$ cat config.mk
export PLATFORM = sky130hd
export DESIGN_NAME = scan_seq
export DESIGN_NICKNAME = d
export VERILOG_FILES = /design/src/rtl/scan_pkg.sv /design/src/rtl/scan_stepper.sv /design/src/rtl/scan_sampler.sv /design/src/rtl/scan_seq.sv
export SDC_FILE = /design/constraint.sdc
export NUM_CORES = 1
export LEC_CHECK = 0
export ABC_AREA = 1
export BUFFER_PORTS_ARGS = -buffer_cell sky130_fd_sc_hd__buf_2
export CAP_MARGIN = 20
export CORE_UTILIZATION = 50
export CTS_CLUSTER_DIAMETER = 100
export DETAILED_ROUTE_END_ITERATION = 10
export GPL_TIMING_DRIVEN = 0
export PLACE_DENSITY = 0.7
export SKIP_CTS_REPAIR_TIMING = 1
export SKIP_LAST_GASP = 1
export SLEW_MARGIN = 20
export SYNTH_ARGS = -nofsm -noshare
export SYNTH_HDL_FRONTEND = slang
export SYNTH_HIERARCHICAL = 1
export SYNTH_SLANG_ARGS = --single-unit
$ cat constraint.sdc
create_clock -name clk -period 4.7 [get_ports clk]
set_clock_uncertainty 0.2 [all_clocks]
set_input_delay 0.705 -clock clk [delete_from_list [all_inputs] [get_ports clk]]
set_output_delay 0.705 -clock clk [all_outputs]
set_load 0.005 [all_outputs]
$ cat src/rtl/scan_pkg.sv
package scan_pkg;

    localparam int SCAN_POSITIONS = 600;
    localparam int BEAM_COUNT     = 8;
    localparam int READING_W      = 16;
    localparam int TIMER_W        = 16;
    localparam int STEPS_W        = 8;

    typedef enum logic [2:0] {
        SQ_IDLE,
        SQ_STEP,
        SQ_SETTLE,
        SQ_SAMPLE,
        SQ_EMIT
    } seq_state_e;

    typedef struct packed {
        logic               dir;
        logic [STEPS_W-1:0] steps;
        logic [TIMER_W-1:0] pulse_w;
        logic [TIMER_W-1:0] period;
        logic [TIMER_W-1:0] settle;
    } scan_cfg_t;

    // High time of a step pulse; a zero setting still yields one cycle.
    function automatic logic [TIMER_W-1:0] pulse_high_len(input logic [TIMER_W-1:0] w);
        return (w == '0) ? TIMER_W'(1) : w;
    endfunction

    // Rising-edge spacing: the requested period, but never shorter than high time + 1.
    function automatic logic [TIMER_W:0] pulse_period_len(input logic [TIMER_W-1:0] w,
                                                          input logic [TIMER_W-1:0] p);
        logic [TIMER_W:0] hi_plus;
        hi_plus = {1'b0, pulse_high_len(w)} + (TIMER_W+1)'(1);
        return ({1'b0, p} > hi_plus) ? {1'b0, p} : hi_plus;
    endfunction

endpackage

$ cat src/rtl/scan_stepper.sv
module scan_stepper
    import scan_pkg::*;
(
    input  logic               clk,
    input  logic               rst,
    input  logic               clr,
    input  logic               go,
    input  logic [STEPS_W-1:0] n_steps,
    input  logic [TIMER_W-1:0] pulse_w,
    input  logic [TIMER_W-1:0] period,
    output logic               step,
    output logic               done
);

    localparam logic [TIMER_W:0]   T_ONE = (TIMER_W+1)'(1);
    localparam logic [STEPS_W-1:0] S_ONE = STEPS_W'(1);

    logic               active;
    logic [STEPS_W-1:0] remaining;
    logic [TIMER_W:0]   tcnt;
    logic [TIMER_W-1:0] hi_len;
    logic [TIMER_W:0]   per_len;

    assign hi_len  = pulse_high_len(pulse_w);
    assign per_len = pulse_period_len(pulse_w, period);
    assign step    = active && (tcnt < {1'b0, hi_len});

    always_ff @(posedge clk) begin
        if (rst || clr) begin
            active    <= 1'b0;
            remaining <= '0;
            tcnt      <= '0;
            done      <= 1'b0;
        end else begin
            done <= 1'b0;
            if (go) begin
                active    <= (n_steps != '0);
                remaining <= n_steps;
                tcnt      <= '0;
                done      <= (n_steps == '0);
            end else if (active) begin
                if (tcnt == per_len - T_ONE) begin
                    tcnt      <= '0;
                    remaining <= remaining - S_ONE;
                    if (remaining == S_ONE) begin
                        active <= 1'b0;
                        done   <= 1'b1;
                    end
                end else begin
                    tcnt <= tcnt + T_ONE;
                end
            end
        end
    end

endmodule

$ cat src/rtl/scan_sampler.sv
module scan_sampler #(
    parameter int NUM_CH = 8,
    parameter int DATA_W = 16,
    localparam int CH_W  = (NUM_CH > 1) ? $clog2(NUM_CH) : 1
) (
    input  logic                           clk,
    input  logic                           rst,
    input  logic                           clr,
    input  logic                           go,
    output logic                           req,
    output logic [CH_W-1:0]                ch,
    input  logic                           ack,
    input  logic [DATA_W-1:0]              data,
    output logic                           done,
    output logic [NUM_CH-1:0][DATA_W-1:0]  row
);

    localparam logic [CH_W-1:0] LAST_CH = CH_W'(NUM_CH - 1);

    logic [NUM_CH-1:0] wr_en;

    for (genvar i = 0; i < NUM_CH; i++) begin : g_wr
        assign wr_en[i] = req && ack && (ch == CH_W'(i));
    end

    always_ff @(posedge clk) begin
        if (rst || clr) begin
            req  <= 1'b0;
            ch   <= '0;
            done <= 1'b0;
        end else begin
            done <= 1'b0;
            if (go) begin
                req <= 1'b1;
                ch  <= '0;
            end else if (req && ack) begin
                if (ch == LAST_CH) begin
                    req  <= 1'b0;
                    done <= 1'b1;
                end else begin
                    ch <= ch + CH_W'(1);
                end
            end
        end
    end

    always_ff @(posedge clk) begin
        if (rst) begin
            row <= '0;
        end else begin
            for (int i = 0; i < NUM_CH; i++) begin
                if (wr_en[i]) row[i] <= data;
            end
        end
    end

endmodule

$ cat src/rtl/scan_seq.sv
module scan_seq
    import scan_pkg::*;
#(
    parameter int NUM_POS = SCAN_POSITIONS,
    parameter int NUM_CH  = BEAM_COUNT,
    parameter int DATA_W  = READING_W,
    localparam int CH_W   = (NUM_CH > 1) ? $clog2(NUM_CH) : 1,
    localparam int POS_W  = (NUM_POS > 1) ? $clog2(NUM_POS) : 1
) (
    input  logic               clk,
    input  logic               rst,
    input  logic               cmd_start,
    input  logic               cmd_abort,
    input  logic               cfg_dir,
    input  logic [STEPS_W-1:0] cfg_steps,
    input  logic [TIMER_W-1:0] cfg_pulse_w,
    input  logic [TIMER_W-1:0] cfg_period,
    input  logic [TIMER_W-1:0] cfg_settle,
    output logic               step_out,
    output logic               dir_out,
    output logic               smp_req,
    output logic [CH_W-1:0]    smp_ch,
    input  logic               smp_ack,
    input  logic [DATA_W-1:0]  smp_data,
    output logic               out_valid,
    input  logic               out_ready,
    output logic [DATA_W-1:0]  out_data,
    output logic [CH_W-1:0]    out_ch,
    output logic [POS_W-1:0]   out_pos,
    output logic               out_first,
    output logic               out_last,
    output logic               busy,
    output logic               aborted
);

    localparam logic [CH_W-1:0]  LAST_CH  = CH_W'(NUM_CH - 1);
    localparam logic [POS_W-1:0] LAST_POS = POS_W'(NUM_POS - 1);

    seq_state_e                 state;
    scan_cfg_t                  cfg_q;
    logic [POS_W-1:0]           pos;
    logic [CH_W-1:0]            ech;
    logic [TIMER_W-1:0]         settle_cnt;
    logic                       aborted_q;

    logic                       kill;
    logic                       row_done;
    logic                       step_go;
    logic                       step_done;
    logic                       smp_go;
    logic                       smp_done;
    logic [NUM_CH-1:0][DATA_W-1:0] row;

    assign kill     = cmd_abort && (state != SQ_IDLE);
    assign row_done = (state == SQ_EMIT) && out_ready && (ech == LAST_CH);
    assign step_go  = row_done && (pos != LAST_POS);
    assign smp_go   = (state == SQ_SETTLE) && (settle_cnt == cfg_q.settle);

    scan_stepper u_stepper (
        .clk     (clk),
        .rst     (rst),
        .clr     (kill),
        .go      (step_go),
        .n_steps (cfg_q.steps),
        .pulse_w (cfg_q.pulse_w),
        .period  (cfg_q.period),
        .step    (step_out),
        .done    (step_done)
    );

    scan_sampler #(
        .NUM_CH (NUM_CH),
        .DATA_W (DATA_W)
    ) u_sampler (
        .clk  (clk),
        .rst  (rst),
        .clr  (kill),
        .go   (smp_go),
        .req  (smp_req),
        .ch   (smp_ch),
        .ack  (smp_ack),
        .data (smp_data),
        .done (smp_done),
        .row  (row)
    );

    always_ff @(posedge clk) begin
        if (rst) begin
            state      <= SQ_IDLE;
            cfg_q      <= '0;
            pos        <= '0;
            ech        <= '0;
            settle_cnt <= '0;
            aborted_q  <= 1'b0;
        end else if (kill) begin
            state     <= SQ_IDLE;
            aborted_q <= 1'b1;
        end else begin
            unique case (state)
                SQ_IDLE: begin
                    if (cmd_start) begin
                        cfg_q      <= '{dir: cfg_dir, steps: cfg_steps, pulse_w: cfg_pulse_w,
                                        period: cfg_period, settle: cfg_settle};
                        pos        <= '0;
                        settle_cnt <= '0;
                        aborted_q  <= 1'b0;
                        state      <= SQ_SETTLE;
                    end
                end
                SQ_STEP: begin
                    if (step_done) begin
                        settle_cnt <= '0;
                        state      <= SQ_SETTLE;
                    end
                end
                SQ_SETTLE: begin
                    if (smp_go) state <= SQ_SAMPLE;
                    else        settle_cnt <= settle_cnt + TIMER_W'(1);
                end
                SQ_SAMPLE: begin
                    if (smp_done) begin
                        ech   <= '0;
                        state <= SQ_EMIT;
                    end
                end
                SQ_EMIT: begin
                    if (row_done) begin
                        if (pos == LAST_POS) begin
                            state <= SQ_IDLE;
                        end else begin
                            pos   <= pos + POS_W'(1);
                            state <= SQ_STEP;
                        end
                    end else if (out_ready) begin
                        ech <= ech + CH_W'(1);
                    end
                end
                default: state <= SQ_IDLE;
            endcase
        end
    end

    assign out_valid = (state == SQ_EMIT);
    assign out_data  = row[ech];
    assign out_ch    = ech;
    assign out_pos   = pos;
    assign out_first = out_valid && (ech == '0);
    assign out_last  = out_valid && (ech == LAST_CH) && (pos == LAST_POS);
    assign busy      = (state != SQ_IDLE);
    assign aborted   = aborted_q;
    assign dir_out   = cfg_q.dir;

endmodule

Yosys cells after proc, flatten, opt, wreduce, memory -nomap -nowiden
Cells that the tools add are included.

Memory bits (writable): 0. Output and inout bits: 40. Bits in registers: 250. Memories: 0. Word-level logic and storage cells: 155. Bits in latches: 0. Input port bits: 79. Memory bits (read-only): 0.

Divide/modulo/power cells: 0. Muxes and demuxes: 42. $lt $le $gt $ge: 3. Bitwise logic cells: 3. Shift-type cells: 0. Reductions and logical operators: 48. $add $sub $neg: 8. Multiply operators: 0. Equal/unequal tests: 26.

Operators by type and width (count): $mux 16 (5); $bmux 16 s3 (1); $pmux 16 s3 (1); $mux 17 (2); $mux 10 (3); $mux 3 (8); $mux 8 (3); $pmux 10 s2 (1); $reduce_and 5->1 (4); $eq 3x3->1 const B (6); $logic_and 1x1->1 (18); $add 16x1->17 const B (1); $add 17x1->17 const B (1); $eq 17x17->1 (1); $gt 16x17->1 (1); $lt 17x16->1 (1); $sub 17x1->17 const B (1); $add 16x1->16 const B (1); $eq 16x16->1 (1); $logic_not 16->1 (1); $mux 1 (16); $reduce_bool 2->1 (8); $pmux 3 s5 (1); $eq 3x2->1 const B (4); other kinds (21) (40).

Longest topological paths before layout
Word-level depth: 10. Gate-level depth with buffers: 34. Gate-level depth less buffers: 33.

Cells and area by module
The synthesis kept the hierarchy.

By module, submodules not included: scan_seq (cells an instance 870, times used 1, sequential area each 1801.7 um^2, area an instance 5340.1 um^2); scan_sampler (cells an instance 726, times used 1, sequential area each 2662.6 um^2, area an instance 5271.3 um^2); scan_stepper (cells an instance 625, times used 1, sequential area each 540.5 um^2, area an instance 3731.1 um^2).

Worst setup path before layout
Ideal clock, no wire load.

Path kind: register to register. Start: register cfg_q[33] in the netlist's numbering. End: register u_stepper.tcnt[11]. Stages on the path, launching flop included: 28. Required time: 4.381 ns. Period minus slack after synthesis: 4.225 ns. Buffers on the path: 2. Setup slack: 0.475 ns. Setup time: 0.119 ns. Arrival time: 3.906 ns. Path through: dfxtp_1 -> nand2_2 -> inv_2 -> nand2_2 -> nor2_4 -> nand3_1 -> nor2_1 -> nand2_1 -> xor2_1 -> inv_1 -> ha_1 -> nand4_1 -> nor4_1 -> nand2_1 -> buf_2 -> nand3_1 -> nand2_1 -> ha_1 -> or2_1 -> nand3_1 -> nand2_1 -> nor2_1 -> nand3_1 -> nor3_4 -> nand3_4 -> nand2_4 -> buf_12 -> nor2_2.

Cells in the longest elaborated chain, start to end: 8.

Ends and longest elaborated chain: start: declaration (RTL line scan_seq.sv:40) `scan_cfg_t cfg_q;`; start signal: assignment (RTL line scan_seq.sv:102) `cfg_q <= '{dir: cfg_dir, steps: cfg_steps, pulse_w: cfg_pulse_w,`; $logic_not 16->1 (RTL line scan_pkg.sv:27) `return (w == '0) ? TIMER_W'(1) : w;`; $mux 16 * (RTL line scan_pkg.sv:27); $add 16x1->17 * (RTL line scan_pkg.sv:34) `hi_plus = {1'b0, pulse_high_len(w)} + (TIMER_W+1)'(1);`; $gt 16x17->1 (RTL line scan_pkg.sv:35) `return ({1'b0, p} > hi_plus) ? {1'b0, p} : hi_plus;`; $mux 17 * (RTL line scan_pkg.sv:35); $sub 17x1->17 * (RTL line scan_stepper.sv:42) `if (tcnt == per_len - T_ONE) begin`; $eq 17x17->1 * (RTL line scan_stepper.sv:42); $mux 17 * (RTL line scan_stepper.sv:42); end signal: assignment (RTL line scan_stepper.sv:50) `tcnt <= tcnt + T_ONE;`; end: declaration (RTL line scan_stepper.sv:20) `logic [TIMER_W:0] tcnt;`.

Mark *: on every way between the ends. The rest lies on a longest branch, timed or not. A chain may end at the register's enable or synchronous reset.

Final worst setup path
Start: register cfg_q[32] in the netlist's numbering. End: register u_stepper.tcnt[0].

Same word-level chain as after synthesis.

==> key figures <==
Power
  • Worst IR Drop VDD: 0.250 mV
  • Overall power consumption: about 7.6 mW
  • Pwr Density: around 450 nW/um^2
  • LEAKAGE: just over 7 nW

STA
  • Fin crit share: ~98%
  • Rel. slew slack: 42.1%
  • Hold slack: 0.227 ns
  • Final WS setup: 0.0709 ns
  • Setup TNS: 0 ns
  • Setup violators final: 0
  • Max Slew Vio Count: 0
  • Minimum clock period: 4.63 ns
  • Final hold violation count: 0
  • Actual slew at the worst max-slew pin: 0.866 ns
  • FMAX: around 220 MHz
  • RSZ-0062 raised after global routing: yes

Logic synthesis
  • Mapped Area: 14300 um^2
  • Synth top area share: 34.9%
  • Top cell type by total area after synthesis: dfxtp_1
  • Synth warn: 6
  • Post-synthesis sequential area ratio: 34.9%
  • Syn Nets: 2346
  • Distinct cells, synth: 47
  • Syn_area_per_cell: 6.46 um^2
  • Yosys reg bits: 250
  • Synthesized instance count: 2221
  • Synth area leaders: dfxtp_1, nand2_1, nor2_1, nand3_1, inv_1

Die
  • Die Ht: 171 um
  • Top Ports: 119
  • Row cnt: 61
  • Die Area: about 29000 um^2
  • Initial Util: 51.2%
  • Die width: 171 um
  • Core ar.: 28000 um^2

Clock tree
  • Clock Tree Root: clkbuf_16
  • Clk Latency, worst-skew pair: 0.55 ns
  • Sink Count: 250
  • Clock Tree Buf Depth: 3
  • Worst-path clk slew: 0.06 ns
  • Total CTS buffers: 28
  • Max H-tree Level: 1
  • CTS tree: done

Place
  • Port-buffer cells: between 100 and 150
  • RePlAce Congestion: 0.899
  • Place WS: -0.299 ns
  • Post-DP HPWL: 33200 um
  • Placed Cells: about 2700

Worst hold path
  • Worst hold path cell count: 3
  • HP Class: input port to flip-flop

Global route
  • Pin count of the biggest net entering global routing: 14
  • Total track usage: about 30%
  • First-pass GRT wire length: 68900 um
  • Total global routing overflow: 0
  • Vias in the first global route: roughly 13000
  • Antenna violations before repair: 1

Setup path
  • Slowest cell on crit path: dfxtp_4
  • Startpoint types: flip-flop
  • CP Max Fanout: 6
  • Slowest stage delay, CP: ~0.37 ns
  • Worst path arrival time: 4.87 ns
  • Kind of critical path: flip-flop to flip-flop
  • Crit path capture type: flip-flop
  • WP data required: 4.94 ns
  • Worst Reg2Reg Path Length in Cells: 33

Detailed routing
  • Wl on met1: roughly 19000 um
  • First DRT Iteration DRCs: 1332
  • Via count: 15000
  • Top Metal Used: met5
  • DR WL met3: 2710 um
  • Routed WL: between 40000 and 50000 um
  • Routed vias/inst: about 5.4
  • Drt pass-1 iters: 6
  • DRC viols: 0
  • Wire length on met2: 21300 um
  • Routed Antenna Nets: 0
  • Drt wl/cell: roughly 16 um

Cells and area
  • Share of layout cells above drive strength 1: 14.3%
  • Final net count: 2525
  • Layout Cells excl Fill: 2800
  • Most frequent cells in the layout: nand2_1, nor2_1, dfxtp_1, inv_1, nand3_1
  • Commonest non-fill, non-tap cell in the layout: nand2_1
  • Antenna cells: 0
  • P&R area growth vs syn: 17.9%

Run
  • Max Cap Viol: 0

Outcome
  • Outcome: finished clean
Yosys cell counts (all sizes together):
cell type,instances
nor4,8
nand4,35
or2,1
nand3,176
a22o,1
o31ai,2
a31oi,19
o211a,1
nor3b,3
o211ai,2
nand3b,9
nor3,20
xnor2,5
clkbuf,50
clkinv,3
buf,54
o21ai,149
ha,46
nand2,516
o22ai,17
o21bai,1
o311ai,1
a21boi,3
nor2,456
dfxtp,250
xor2,28
a21o,1
a21oi,142
a211oi,1
inv,221
critical path, delay by kind of cell, from the launching register on:
family / cells / cell delay, ns
AND/OR/NAND/NOR: 22 / 2.59
adder cells (fa/ha/maj): 1 / 0.28
AO/OA/AOI/OAI: 1 / 0.03
flip-flops: 1 / 0.37
XOR/XNOR: 1 / 0.15
buffers and inverters: 8 / 0.89
final timing paths:
check	from	to	slack [ns]
max	cfg_q[32]	u_stepper/tcnt[0]	0.07
max reg2reg	cfg_q[32]	u_stepper/tcnt[0]	0.07
min	cfg_settle[2]	cfg_q[2]	0.23
min reg2reg	dir_out	dir_out	0.25
through the flow:
stage | utilization, % | cell area, um^2
after global placement | 55.0 | 15400
after global routing | 60.4 | 16900
final | 60.4 | 16900
after CTS | 58.4 | 16400
after detailed placement | 55.0 | 15400
after floorplan | - | 14300
registers in the layout (all words and copies together), names as in the netlist:
register             count
dir_out                  1
u_stepper/active         1
cfg_q                   56
out_pos                 10
u_sampler/done           1
u_sampler/ch             3
u_sampler/row          128
u_stepper/remaining      8
state                    3
out_ch                   3
settle_cnt              16
u_stepper/done           1
u_stepper/tcnt          17
aborted                  1
u_sampler/req            1
cells by family after synthesis:
kind of cell / Yosys count / synth area share (%)
DFF: 250 / 34.9
and+or+nand+nor: 1224 / 36.7
AOI/OAI and AO/OA: 340 / 12.5
adders and majority gates: 46 / 4.01
xor gates and xnor gates: 33 / 2.02
buffers and inverters: 328 / 9.92
area by class of cell:
cell class	instances	area, um^2
fillers	2755	11100
multi-input cells	1644	8180
flip-flops and latches	250	5020
clock buffers	44	852
repair buffers	148	848
inverters	224	846
plain buffers	104	593
well taps	378	473
clock inverters	8	92.6
layer usage:
metal  GRT usage, %  vias up
met5              0        -
met4           11.4        2
met3           3.29      124
met2           51.7      579
met1           37.0     6832
li1               -     7484
power by group:
group	total (mW)	switching (mW)	internal, mW
combinational	2.93	1.88	1.05
sequential	2.41	0.150	2.26
clock	2.24	0.897	1.35
Power figures use the tool's default switching activity.
